### config.mk
export PLATFORM = sky130hd
export DESIGN_NAME = eth_tx_defer_ctrl
export DESIGN_NICKNAME = d
export VERILOG_FILES = /design/src/rtl/eth_dfr_pkg.sv /design/src/rtl/dfr_gap_timer.sv /design/src/rtl/dfr_backoff.sv /design/src/rtl/eth_tx_defer_ctrl.sv
export SDC_FILE = /design/constraint.sdc
export NUM_CORES = 1
export LEC_CHECK = 0
export BUFFER_PORTS_ARGS = -buffer_cell sky130_fd_sc_hd__buf_2
export CORE_ASPECT_RATIO = 0.6
export CORE_MARGIN = 2
export CORE_UTILIZATION = 65
export DETAILED_ROUTE_END_ITERATION = 8
export PLACE_DENSITY = 0.83
export SYNTH_ARGS = -nofsm -noshare
export SYNTH_HDL_FRONTEND = slang
export SYNTH_SLANG_ARGS = --single-unit
### constraint.sdc
create_clock -name clk_i -period 5.9 [get_ports clk_i]
set_input_delay 0.59 -clock clk_i [delete_from_list [all_inputs] [get_ports clk_i]]
set_output_delay 0.59 -clock clk_i [all_outputs]
set_load 0.005 [all_outputs]
### src/rtl/eth_dfr_pkg.sv
package eth_dfr_pkg;
  typedef enum logic [2:0] {
    ST_IDLE,
    ST_DEFER,
    ST_XMIT,
    ST_BACKOFF,
    ST_HOLD
  } dfr_state_e;

  localparam int unsigned BITS_PER_NIBBLE = 4;
  localparam int unsigned LFSR_W          = 16;
  // x^16 + x^14 + x^13 + x^11, maximal length
  localparam logic [LFSR_W-1:0] LFSR_TAPS = 16'hB400;
endpackage

### src/rtl/dfr_gap_timer.sv
module dfr_gap_timer
  import eth_dfr_pkg::*;
#(
  parameter int unsigned IFG_BT   = 96,
  parameter int unsigned DLIM_10  = 24287,
  parameter int unsigned DLIM_100 = 6071
) (
  input  logic clk_i,
  input  logic rst_ni,
  input  logic active_i,
  input  logic tick_i,
  input  logic crs_i,
  input  logic speed_100_i,
  input  logic defer_forever_i,
  output logic gap_done_o,
  output logic limit_hit_o
);
  localparam int unsigned GAP_10   = IFG_BT;
  localparam int unsigned GAP_100  = IFG_BT / BITS_PER_NIBBLE;
  localparam int unsigned DLIM_MAX = (DLIM_10 > DLIM_100) ? DLIM_10 : DLIM_100;
  localparam int unsigned DCNT_W   = $clog2(DLIM_MAX + 1);
  localparam int unsigned GAP_W    = $clog2(GAP_10 + 1);

  logic [GAP_W-1:0]  gap_q, gap_lim;
  logic [DCNT_W-1:0] dcnt_q, dlim;

  assign gap_lim = speed_100_i ? GAP_W'(GAP_100) : GAP_W'(GAP_10);
  assign dlim    = speed_100_i ? DCNT_W'(DLIM_100) : DCNT_W'(DLIM_10);

  // quiet-carrier run length; any carrier restarts it
  always_ff @(posedge clk_i or negedge rst_ni) begin
    if (!rst_ni)                 gap_q <= '0;
    else if (!active_i || crs_i) gap_q <= '0;
    else if (tick_i)             gap_q <= gap_q + 1'b1;
  end

  // total carrier ticks of this attempt, saturating
  always_ff @(posedge clk_i or negedge rst_ni) begin
    if (!rst_ni)        dcnt_q <= '0;
    else if (!active_i) dcnt_q <= '0;
    else if (tick_i && crs_i && (dcnt_q < DCNT_W'(DLIM_MAX)))
      dcnt_q <= dcnt_q + 1'b1;
  end

  assign gap_done_o  = active_i && tick_i && !crs_i && (gap_q >= gap_lim - GAP_W'(1));
  assign limit_hit_o = active_i && tick_i && crs_i && !defer_forever_i
                       && (dcnt_q >= dlim - DCNT_W'(1));

  AST_DCNT_CLEAR: assert property (@(posedge clk_i) disable iff (!rst_ni)
    !active_i |=> dcnt_q == '0);
  AST_GAP_NEEDS_QUIET: assert property (@(posedge clk_i) disable iff (!rst_ni)
    crs_i |=> gap_q == '0);
endmodule

### src/rtl/dfr_backoff.sv
module dfr_backoff
  import eth_dfr_pkg::*;
#(
  parameter int unsigned SLOT_BT   = 512,
  parameter int unsigned BO_CAP    = 10,
  parameter int unsigned ATT_W     = 5,
  parameter logic [LFSR_W-1:0] LFSR_SEED = 16'hACE1
) (
  input  logic             clk_i,
  input  logic             rst_ni,
  input  logic             speed_100_i,
  input  logic             load_i,
  input  logic [ATT_W-1:0] attempt_i,
  input  logic             run_i,
  input  logic             tick_i,
  output logic             zero_o,
  output logic             done_o
);
  localparam int unsigned SLOT_10  = SLOT_BT;
  localparam int unsigned SLOT_100 = SLOT_BT / BITS_PER_NIBBLE;
  localparam int unsigned SL_W     = $clog2(SLOT_10 + 1);

  logic [LFSR_W-1:0] lfsr_q;
  logic              fb;
  logic [ATT_W-1:0]  k;
  logic [BO_CAP-1:0] mask, r;
  logic [BO_CAP-1:0] slots_q;
  logic [SL_W-1:0]   slot_cnt_q, slot_lim;

  assign fb = ^(lfsr_q & LFSR_TAPS);

  always_ff @(posedge clk_i or negedge rst_ni) begin
    if (!rst_ni) lfsr_q <= LFSR_SEED;
    else         lfsr_q <= {lfsr_q[LFSR_W-2:0], fb};
  end

  assign k = (attempt_i > ATT_W'(BO_CAP)) ? ATT_W'(BO_CAP) : attempt_i;

  always_comb begin
    for (int i = 0; i < int'(BO_CAP); i++) mask[i] = (i < int'(k));
  end

  assign r        = lfsr_q[BO_CAP-1:0] & mask;
  assign zero_o   = (r == '0);
  assign slot_lim = speed_100_i ? SL_W'(SLOT_100) : SL_W'(SLOT_10);

  always_ff @(posedge clk_i or negedge rst_ni) begin
    if (!rst_ni) begin
      slots_q    <= '0;
      slot_cnt_q <= '0;
    end else if (load_i) begin
      slots_q    <= r;
      slot_cnt_q <= '0;
    end else if (run_i && tick_i) begin
      if (slot_cnt_q >= slot_lim - SL_W'(1)) begin
        slot_cnt_q <= '0;
        slots_q    <= slots_q - 1'b1;
      end else begin
        slot_cnt_q <= slot_cnt_q + 1'b1;
      end
    end
  end

  assign done_o = run_i && tick_i && (slot_cnt_q >= slot_lim - SL_W'(1))
                  && (slots_q == BO_CAP'(1));

  AST_RUN_NONZERO: assert property (@(posedge clk_i) disable iff (!rst_ni)
    run_i |-> slots_q != '0);
  AST_DRAW_IN_RANGE: assert property (@(posedge clk_i) disable iff (!rst_ni)
    load_i |=> (slots_q & ~$past(mask)) == '0);
endmodule

### src/rtl/eth_tx_defer_ctrl.sv
module eth_tx_defer_ctrl
  import eth_dfr_pkg::*;
#(
  parameter int unsigned IFG_BT          = 96,
  parameter int unsigned SLOT_BT         = 512,
  parameter int unsigned DEFER_LIMIT_10  = 24287,
  parameter int unsigned DEFER_LIMIT_100 = 6071,
  parameter int unsigned MAX_ATTEMPTS    = 16,
  parameter int unsigned BACKOFF_CAP     = 10
) (
  input  logic clk_i,
  input  logic rst_ni,
  input  logic tx_req_i,
  input  logic crs_i,
  input  logic col_i,
  input  logic speed_100_i,
  input  logic tick_i,
  input  logic defer_forever_i,
  input  logic no_backoff_i,
  output logic tx_start_o,
  output logic defer_abort_o,
  output logic col_abort_o
);
  localparam int unsigned ATT_W = $clog2(MAX_ATTEMPTS + 1);

  dfr_state_e       state_q, state_d;
  logic [ATT_W-1:0] att_q, att_d, att_nx;
  logic             start_d, dab_d, cab_d;
  logic             gap_done, limit_hit, bo_load, bo_zero, bo_done;

  dfr_gap_timer #(
    .IFG_BT  (IFG_BT),
    .DLIM_10 (DEFER_LIMIT_10),
    .DLIM_100(DEFER_LIMIT_100)
  ) u_gap (
    .clk_i          (clk_i),
    .rst_ni         (rst_ni),
    .active_i       (state_q == ST_DEFER),
    .tick_i         (tick_i),
    .crs_i          (crs_i),
    .speed_100_i    (speed_100_i),
    .defer_forever_i(defer_forever_i),
    .gap_done_o     (gap_done),
    .limit_hit_o    (limit_hit)
  );

  dfr_backoff #(
    .SLOT_BT(SLOT_BT),
    .BO_CAP (BACKOFF_CAP),
    .ATT_W  (ATT_W)
  ) u_bo (
    .clk_i      (clk_i),
    .rst_ni     (rst_ni),
    .speed_100_i(speed_100_i),
    .load_i     (bo_load),
    .attempt_i  (att_nx),
    .run_i      (state_q == ST_BACKOFF),
    .tick_i     (tick_i),
    .zero_o     (bo_zero),
    .done_o     (bo_done)
  );

  assign att_nx = att_q + ATT_W'(1);

  always_comb begin
    state_d = state_q;
    att_d   = att_q;
    start_d = 1'b0;
    dab_d   = 1'b0;
    cab_d   = 1'b0;
    bo_load = 1'b0;
    case (state_q)
      ST_IDLE: if (tx_req_i) begin
        state_d = ST_DEFER;
        att_d   = '0;
      end
      ST_DEFER: begin
        if (!tx_req_i) state_d = ST_IDLE;
        else if (limit_hit) begin
          dab_d   = 1'b1;
          state_d = ST_HOLD;
        end else if (gap_done) begin
          start_d = 1'b1;
          state_d = ST_XMIT;
        end
      end
      ST_XMIT: begin
        if (col_i) begin
          att_d = att_nx;
          if (att_nx == ATT_W'(MAX_ATTEMPTS)) begin
            cab_d   = 1'b1;
            state_d = ST_HOLD;
          end else if (no_backoff_i) begin
            state_d = ST_DEFER;
          end else begin
            bo_load = 1'b1;
            state_d = bo_zero ? ST_DEFER : ST_BACKOFF;
          end
        end else if (!tx_req_i) begin
          state_d = ST_IDLE;
        end
      end
      ST_BACKOFF: begin
        if (!tx_req_i)    state_d = ST_IDLE;
        else if (bo_done) state_d = ST_DEFER;
      end
      ST_HOLD: if (!tx_req_i) state_d = ST_IDLE;
      default: state_d = ST_IDLE;
    endcase
  end

  always_ff @(posedge clk_i or negedge rst_ni) begin
    if (!rst_ni) begin
      state_q       <= ST_IDLE;
      att_q         <= '0;
      tx_start_o    <= 1'b0;
      defer_abort_o <= 1'b0;
      col_abort_o   <= 1'b0;
    end else begin
      state_q       <= state_d;
      att_q         <= att_d;
      tx_start_o    <= start_d;
      defer_abort_o <= dab_d;
      col_abort_o   <= cab_d;
    end
  end

  AST_START_ONE_CYCLE: assert property (@(posedge clk_i) disable iff (!rst_ni)
    tx_start_o |=> !tx_start_o);
  AST_EVENTS_EXCL: assert property (@(posedge clk_i) disable iff (!rst_ni)
    $onehot0({tx_start_o, defer_abort_o, col_abort_o}));
  AST_START_QUIET: assert property (@(posedge clk_i) disable iff (!rst_ni)
    tx_start_o |-> !$past(crs_i));
  AST_NO_DABORT_FOREVER: assert property (@(posedge clk_i) disable iff (!rst_ni)
    defer_forever_i |=> !defer_abort_o);
  AST_CABORT_ON_COL: assert property (@(posedge clk_i) disable iff (!rst_ni)
    col_abort_o |-> $past(col_i));
  AST_CANCEL_SILENT: assert property (@(posedge clk_i) disable iff (!rst_ni)
    (!tx_req_i && state_q != ST_XMIT) |=> !tx_start_o && !defer_abort_o);
  AST_HOLD_NO_START: assert property (@(posedge clk_i) disable iff (!rst_ni)
    state_q == ST_HOLD |=> !tx_start_o);
endmodule

==> run_results.csv, run 1 <==
group,metric,value,unit
critical_path,timing.rr.start,"att_q[0]",
floorplan,dieArea,0.00643,mm2
timing,period_share,48.7,%
synthesis,synth.distinct_cells,57,
finish,finalNonFillerCells,488,
critical_path,critPathMaxStageDelay,0.73,ns
grt,grt_usage,28.4,%
flow_run,max-cap-violations,0,
place,place_ws,3.08,ns
finish,multi_input_comb_area,0.00190,mm2
place,placed_cell_area,0.00384,mm2
drt,wire_per_inst,16.5,um
timing,slew_violations,0,
drt,viasPerCell,6.08,
critical_path,cp_cell_sequence,"ha_1, nand3_1, xor2_1, and3b_1, nor3_1, nand3_1, o211ai_1",
clock_network,cts_buffer_depth,2,
timing,finalCriticalPeriod,2.88,ns
place,dp_cells,472,
synthesis,syn_nets,422,
clock_network,cts_tree,"yes",
finish,seqCellArea,0.00174,mm2
timing,setup_ws,3.02,ns
worst_hold_path,hold_depth,0,
status,status,"finished clean",
clock_network,cts-htree-levels,3,
critical_path,cp_slowest_cell,"nor3_1",
timing,tns,0,ns
grt,grt_max_degree,70,
critical_path,cp_common_cell,"nand3_1",
place,post-dp-hpwl,5.74,mm
power,vdd_ir_drop_max,0.000201,V
critical_path,worstPathArrival,3.14,ns
clock_network,cts-resized-gates,0,
place,port_buffers,11,
floorplan,rows,21,
finish,diodes,0,
critical_path,cp_max_fo,13,
timing,slew_headroom,36.2,%
synthesis,synth-edff-count,0,
grt,antenna_found_initial,0,
floorplan,die_y,62.9,um
clock_network,cts_sinks,69,
finish,fin_nets,431,
finish,nFillCells,417,
clock_network,clk_pin_slew,0.07,ns
drt,antenna_left,0,
clock_network,clock_latency,0.35,ns
critical_path,reg2reg_depth,7,
floorplan,core_area,0.00557,mm2
clock_network,cts_buffers,9,
timing,skew,0.0113,ns
finish,drive_gt1_share,10.8,%
finish,finalCoreUtilization,72.6,%
timing,finalHoldViolations,0,
power,power_density,294,mW/mm2
critical_path,rrSetupSlack,3.02,ns
drt,drc,0,
clock_network,root_buffer,"clkbuf_8",
synthesis,async_reset_ff_share,100,%
drt,drt-pass1-iter-count,6,
critical_path,cp.required,6.16,ns
worst_hold_path,min_from,"u_bo.lfsr_q[14]",
critical_path,crit_path_start_kind,"flip-flop",
synthesis,yosysTopAreaCellShare,40.6,%
timing,rsz0062_at_grt,"no",
grt,grt_pass1_vias,2860,
synthesis,synth-main-ff-cell,"dfrtp_1",
drt,drtIter0Drc,219,
power,cellLeakagePower,1.83,nW
clock_network,postCtsSetupRepairBufs,0,
synthesis,synth-seq-cells,69,
floorplan,die_w,102,um
synthesis,synth_area,0.00376,mm2
timing,holdWs,0.357,ns
floorplan,start_util,67.5,%
synthesis,yosysWarnings,0,
clock_network,cts_hold_buffers,0,
drt,vias,2967,
synthesis,seq_area_frac_synth,46.2,%
grt,grt_pass1_wl,14.0,mm
finish,fin_area,0.00404,mm2
finish,area_growth,7.49,%
critical_path,critPathCaptureType,"flip-flop",
synthesis,synth_top_area_cell,"dfrtp_1",
worst_hold_path,min_path_type,"flip-flop to flip-flop",
timing,setup_viol,0,
place,place.gp.congestion,0.901,
worst_hold_path,holdPathEnd,"u_bo.lfsr_q[15]",
drt,wl,8.07,mm
grt,overflow,0,
power,power,1.19,mW
floorplan,num_io_pins,12,
timing,worstMarginPinSlew,0.949,ns
critical_path,crit_type,"flip-flop to flip-flop",
critical_path,r2r-end,"u_bo.slots_q[6]",
synthesis,synth_cells,394,
timing,fmax,348,MHz
synthesis,syn_area_per_cell,9.55,um2
synthesis,synthTopCellsByArea,"dfrtp_1 41%, ha_1 6.3%, dfstp_2 5.6%",
## cells in the final DEF, fill, tap and decap left out, types with 5 or more instances in the layout
| cell type | count |
|---|---|
| xnor2_1 | 15 |
| and2_1 | 5 |
| inv_1 | 12 |
| o21ai_0 | 14 |
| xor2_1 | 23 |
| nor3_1 | 10 |
| dfstp_2 | 8 |
| clkbuf_8 | 10 |
| nor2_1 | 45 |
| nand2_1 | 41 |
| a31oi_1 | 6 |
| a21oi_1 | 18 |
| nand4_1 | 9 |
| buf_2 | 11 |
| ha_1 | 19 |
| nand3_1 | 24 |
| dfrtp_1 | 61 |
## area by class of cell
class / count / area share [%]
inverter: 12 / 1.11
tap: 80 / 2.48
timing repair buffer: 12 / 1.55
clock inverter: 6 / 1.55
sequential: 69 / 43.0
clock buffer: 10 / 3.40
multi-input combinational: 299 / 47.0
## worst max path at each step
stage / start / end / slack (ns) / depth (start not counted)
detailed placement: att_q[0] / u_bo.slots_q[6] / 3.08 / 7
global route: att_q[0] / u_bo.slots_q[6] / 2.79 / 7
CTS: att_q[0] / u_bo.slots_q[6] / 3.08 / 7
global placement: att_q[0] / u_bo.slots_q[4] / 3.21 / 7
finish: att_q[0] / u_bo.slots_q[6] / 3.02 / 7
floorplan: att_q[1] / state_q[1] / 3.70 / 9
## critical path, delay by kind of cell (launching register included)
family	cells	cell delay (ns)
compound gates	1	0.13
fa+ha+maj	1	0.48
flops	1	0.62
simple gates	4	1.36
xor+xnor	1	0.20
## cells in the mapped netlist (all sizes together), types with 2 or more instances
| library cell | number |
|---|---|
| nor2b | 2 |
| xnor2 | 15 |
| nand3 | 24 |
| a211o | 2 |
| a211oi | 3 |
| nand2b | 2 |
| nor4 | 4 |
| o31ai | 4 |
| nand2 | 42 |
| nor3 | 10 |
| nand4 | 9 |
| and2 | 5 |
| or3 | 2 |
| a31o | 5 |
| clkbuf | 6 |
| dfrtp | 61 |
| and3 | 2 |
| ha | 19 |
| nand3b | 4 |
| a31oi | 7 |
| a21oi | 19 |
| o21ai | 16 |
| a2bb2oi | 2 |
| inv | 12 |
| nor2 | 46 |
| o211ai | 3 |
| a21o | 4 |
| buf | 8 |
| o21a | 4 |
| dfstp | 8 |
| xor2 | 23 |
| mux2i | 3 |
## registers in the layout, summed over array words and instances (netlist names)
signal / flops
u_bo.slot_cnt_q: 10
col_abort_o: 1
u_bo.slots_q: 10
att_q: 5
state_q: 3
u_bo.lfsr_q: 16
tx_start_o: 1
defer_abort_o: 1
u_gap.gap_q: 7
u_gap.dcnt_q: 15
## cell families after synthesis
group	synth area share, %
buf+inv	3.36
flops	46.2
compound gates	14.3
xor+xnor	8.85
fa+ha+maj	6.32
simple gates	20.2
mux	0.798
## routing by layer
layer	part of all wire, %	global-route usage (%)	vias to the layer above
li1	-	-	1408
met1	47	43.0	1460
met2	46	40.9	94
met3	6.9	8.28	5
met4	0.35	5.67	0
met5	0	0	-
## where the power goes
group          internal, mW  switching, mW
sequential            0.512         0.0636
clock                 0.205          0.178
combinational        0.0850          0.144
total                 0.802          0.386
Power figures use the tool's default switching activity.
==> inputs of run 2 (changes only) <==
--- a/config.mk
+++ b/config.mk
@@ -8,9 +8,9 @@
 export BUFFER_PORTS_ARGS = -buffer_cell sky130_fd_sc_hd__buf_2
 export CORE_ASPECT_RATIO = 0.6
 export CORE_MARGIN = 2
-export CORE_UTILIZATION = 65
+export CORE_UTILIZATION = 56
 export DETAILED_ROUTE_END_ITERATION = 8
-export PLACE_DENSITY = 0.83
+export PLACE_DENSITY = 0.76
 export SYNTH_ARGS = -nofsm -noshare
 export SYNTH_HDL_FRONTEND = slang
 export SYNTH_SLANG_ARGS = --single-unit
==> constraint.sdc (replaced) <==
create_clock -name clk_i -period 2.5 [get_ports clk_i]
set_input_delay 0.25 -clock clk_i [delete_from_list [all_inputs] [get_ports clk_i]]
set_output_delay 0.25 -clock clk_i [all_outputs]
set_load 0.005 [all_outputs]
==> run_results.csv, run 2 (synthesis gave the netlist of run 1 again) <==
group,metric,value,unit
critical_path,cp.required,2.72,ns
clock_network,cts_sinks,69,
grt,grt_pass1_vias,2703,
finish,finalNonFillerCells,506,
clock_network,clock_latency,0.35,ns
floorplan,rows,23,
critical_path,cp_cell_sequence,"ha_1, nand3_1, nor2_1, a31oi_1, nor2_2, nand2_1, o311ai_0, nand3_1",
critical_path,cp_slowest_cell,"dfrtp_1",
grt,overflow,0,
timing,setup_ws,0.221,ns
finish,nFillCells,545,
floorplan,die_w,110,um
drt,wire_per_inst,15.8,um
finish,final_cell_mix,"61 x dfrtp_1, 45 x nor2_1, 41 x nand2_1, 24 x nand3_1, 23 x xor2_1",
timing,worstMarginPinSlew,0.647,ns
clock_network,cts-htree-levels,3,
finish,reg_top3,"u_bo.lfsr_q: 16 flops, u_gap.dcnt_q: 15 flops",
timing,setup_viol,0,
finish,largest_reg_flops,16,
grt,grt_pass1_wl,13.5,mm
critical_path,critPathMaxStageDelay,0.40,ns
floorplan,die_y,67.5,um
power,vdd_ir_drop_max,0.000377,V
grt,grt_max_degree,31,
clock_network,cts_tree,"yes",
grt,grt_usage,24.7,%
finish,area_growth,10.4,%
place,place_ws,0.129,ns
finish,drive_gt1_share,13.1,%
place,dp_cells,489,
timing,fmax,439,MHz
clock_network,cts_buffers,9,
finish,regMostFlops,"u_bo.lfsr_q",
timing,slew_violations,0,
clock_network,clk_pin_slew,0.07,ns
timing,period_share,91.1,%
finish,diodes,0,
drt,antenna_left,0,
timing,holdWs,0.247,ns
critical_path,critPathCaptureType,"flip-flop",
timing,tns,0,ns
power,power_density,679,mW/mm2
place,place.gp.congestion,0.855,
drt,drtIter0Drc,215,
power,cellLeakagePower,1.90,nW
critical_path,crit_type,"flip-flop to flip-flop",
critical_path,cp_common_cell,"nand3_1",
floorplan,start_util,57.1,%
grt,antenna_found_initial,0,
timing,rsz0062_at_grt,"no",
place,port_buffers,11,
timing,slew_headroom,56.9,%
floorplan,dieArea,0.00741,mm2
drt,drc,0,
drt,wl,7.97,mm
clock_network,cts_buffer_depth,2,
drt,drt-pass1-iter-count,4,
critical_path,crit_path_start_kind,"flip-flop",
finish,layout_commonest_cell,"dfrtp_1",
critical_path,cp_max_fo,8,
status,status,"finished clean",
flow_run,max-cap-violations,0,
drt,vias,2902,
clock_network,root_buffer,"clkbuf_8",
timing,finalCriticalPeriod,2.28,ns
floorplan,core_area,0.00659,mm2
timing,skew,0.00913,ns
drt,viasPerCell,5.74,
finish,fin_nets,442,
power,power,2.82,mW
place,post-dp-hpwl,5.71,mm
timing,finalHoldViolations,0,
floorplan,num_io_pins,12,
critical_path,worstPathArrival,2.49,ns
worst_hold_path,min_path_type,"input pin to flip-flop",
## run 2: critical path, delay by kind of cell (launching register included)
family	cells	cell delay (ns)
AND/OR/NAND/NOR	5	1.00
flip-flops	1	0.40
AO/OA/AOI/OAI	2	0.54
adder cells (fa/ha/maj)	1	0.21
## run 2: final cells by class
type / instances / area, um2 / area share (%)
timing repair buffer: 23 / 160 / 3.86
inverter: 12 / 45.0 / 1.08
tap: 87 / 109 / 2.62
multi-input combinational: 299 / 1910 / 46.0
clock inverter: 5 / 50.0 / 1.21
clock buffer: 11 / 141 / 3.41
sequential: 69 / 1740 / 41.8
## run 2: path summary, 6_finish.rpt
check	cells past startpoint	to	startpoint	slack, ns
max in group asynchronous	3	u_bo.lfsr_q[10]	rst_ni	1.37
max reg2reg	8	u_bo.slots_q[4]	u_bo.slot_cnt_q[0]	0.22
max	8	u_bo.slots_q[4]	u_bo.slot_cnt_q[0]	0.22
min in group asynchronous	2	u_bo.slot_cnt_q[4]	rst_ni	0.46
min reg2reg	0	u_bo.lfsr_q[15]	u_bo.lfsr_q[14]	0.36
min	2	defer_abort_o	tx_req_i	0.25
## run 2: what timing repair did
item / in CTS / in global routing
hold endpoints to repair: 27 / 0
buffers inserted: 0 / 0
resized for setup: 0 / 2
setup endpoints to repair: 0 / 11
hold buffers: 1 / 0
## run 2: through the flow
stage / cell area (um2) / utilization (%)
floorplan: 3760 / -
global placement: 3940 / 59.8
detailed placement: 3940 / 59.8
CTS: 4140 / 62.8
global route: 4150 / 63.0
finish: 4150 / 63.0
## run 2: routing by layer
layer	part of all wire [%]	track usage [%]	vias to the layer above
li1	-	-	1438
met1	53	37.1	1400
met2	41	32.8	58
met3	4.5	7.72	6
met4	0.90	9.65	0
met5	0	0	-
## run 2: where the power goes
group / internal (mW) / total, mW / switching (mW) / leakage, nW
registers: 1.21 / 1.30 / 0.0938 / 0.921
logic: 0.234 / 0.625 / 0.392 / 0.874
clock network: 0.481 / 0.892 / 0.411 / 0.103
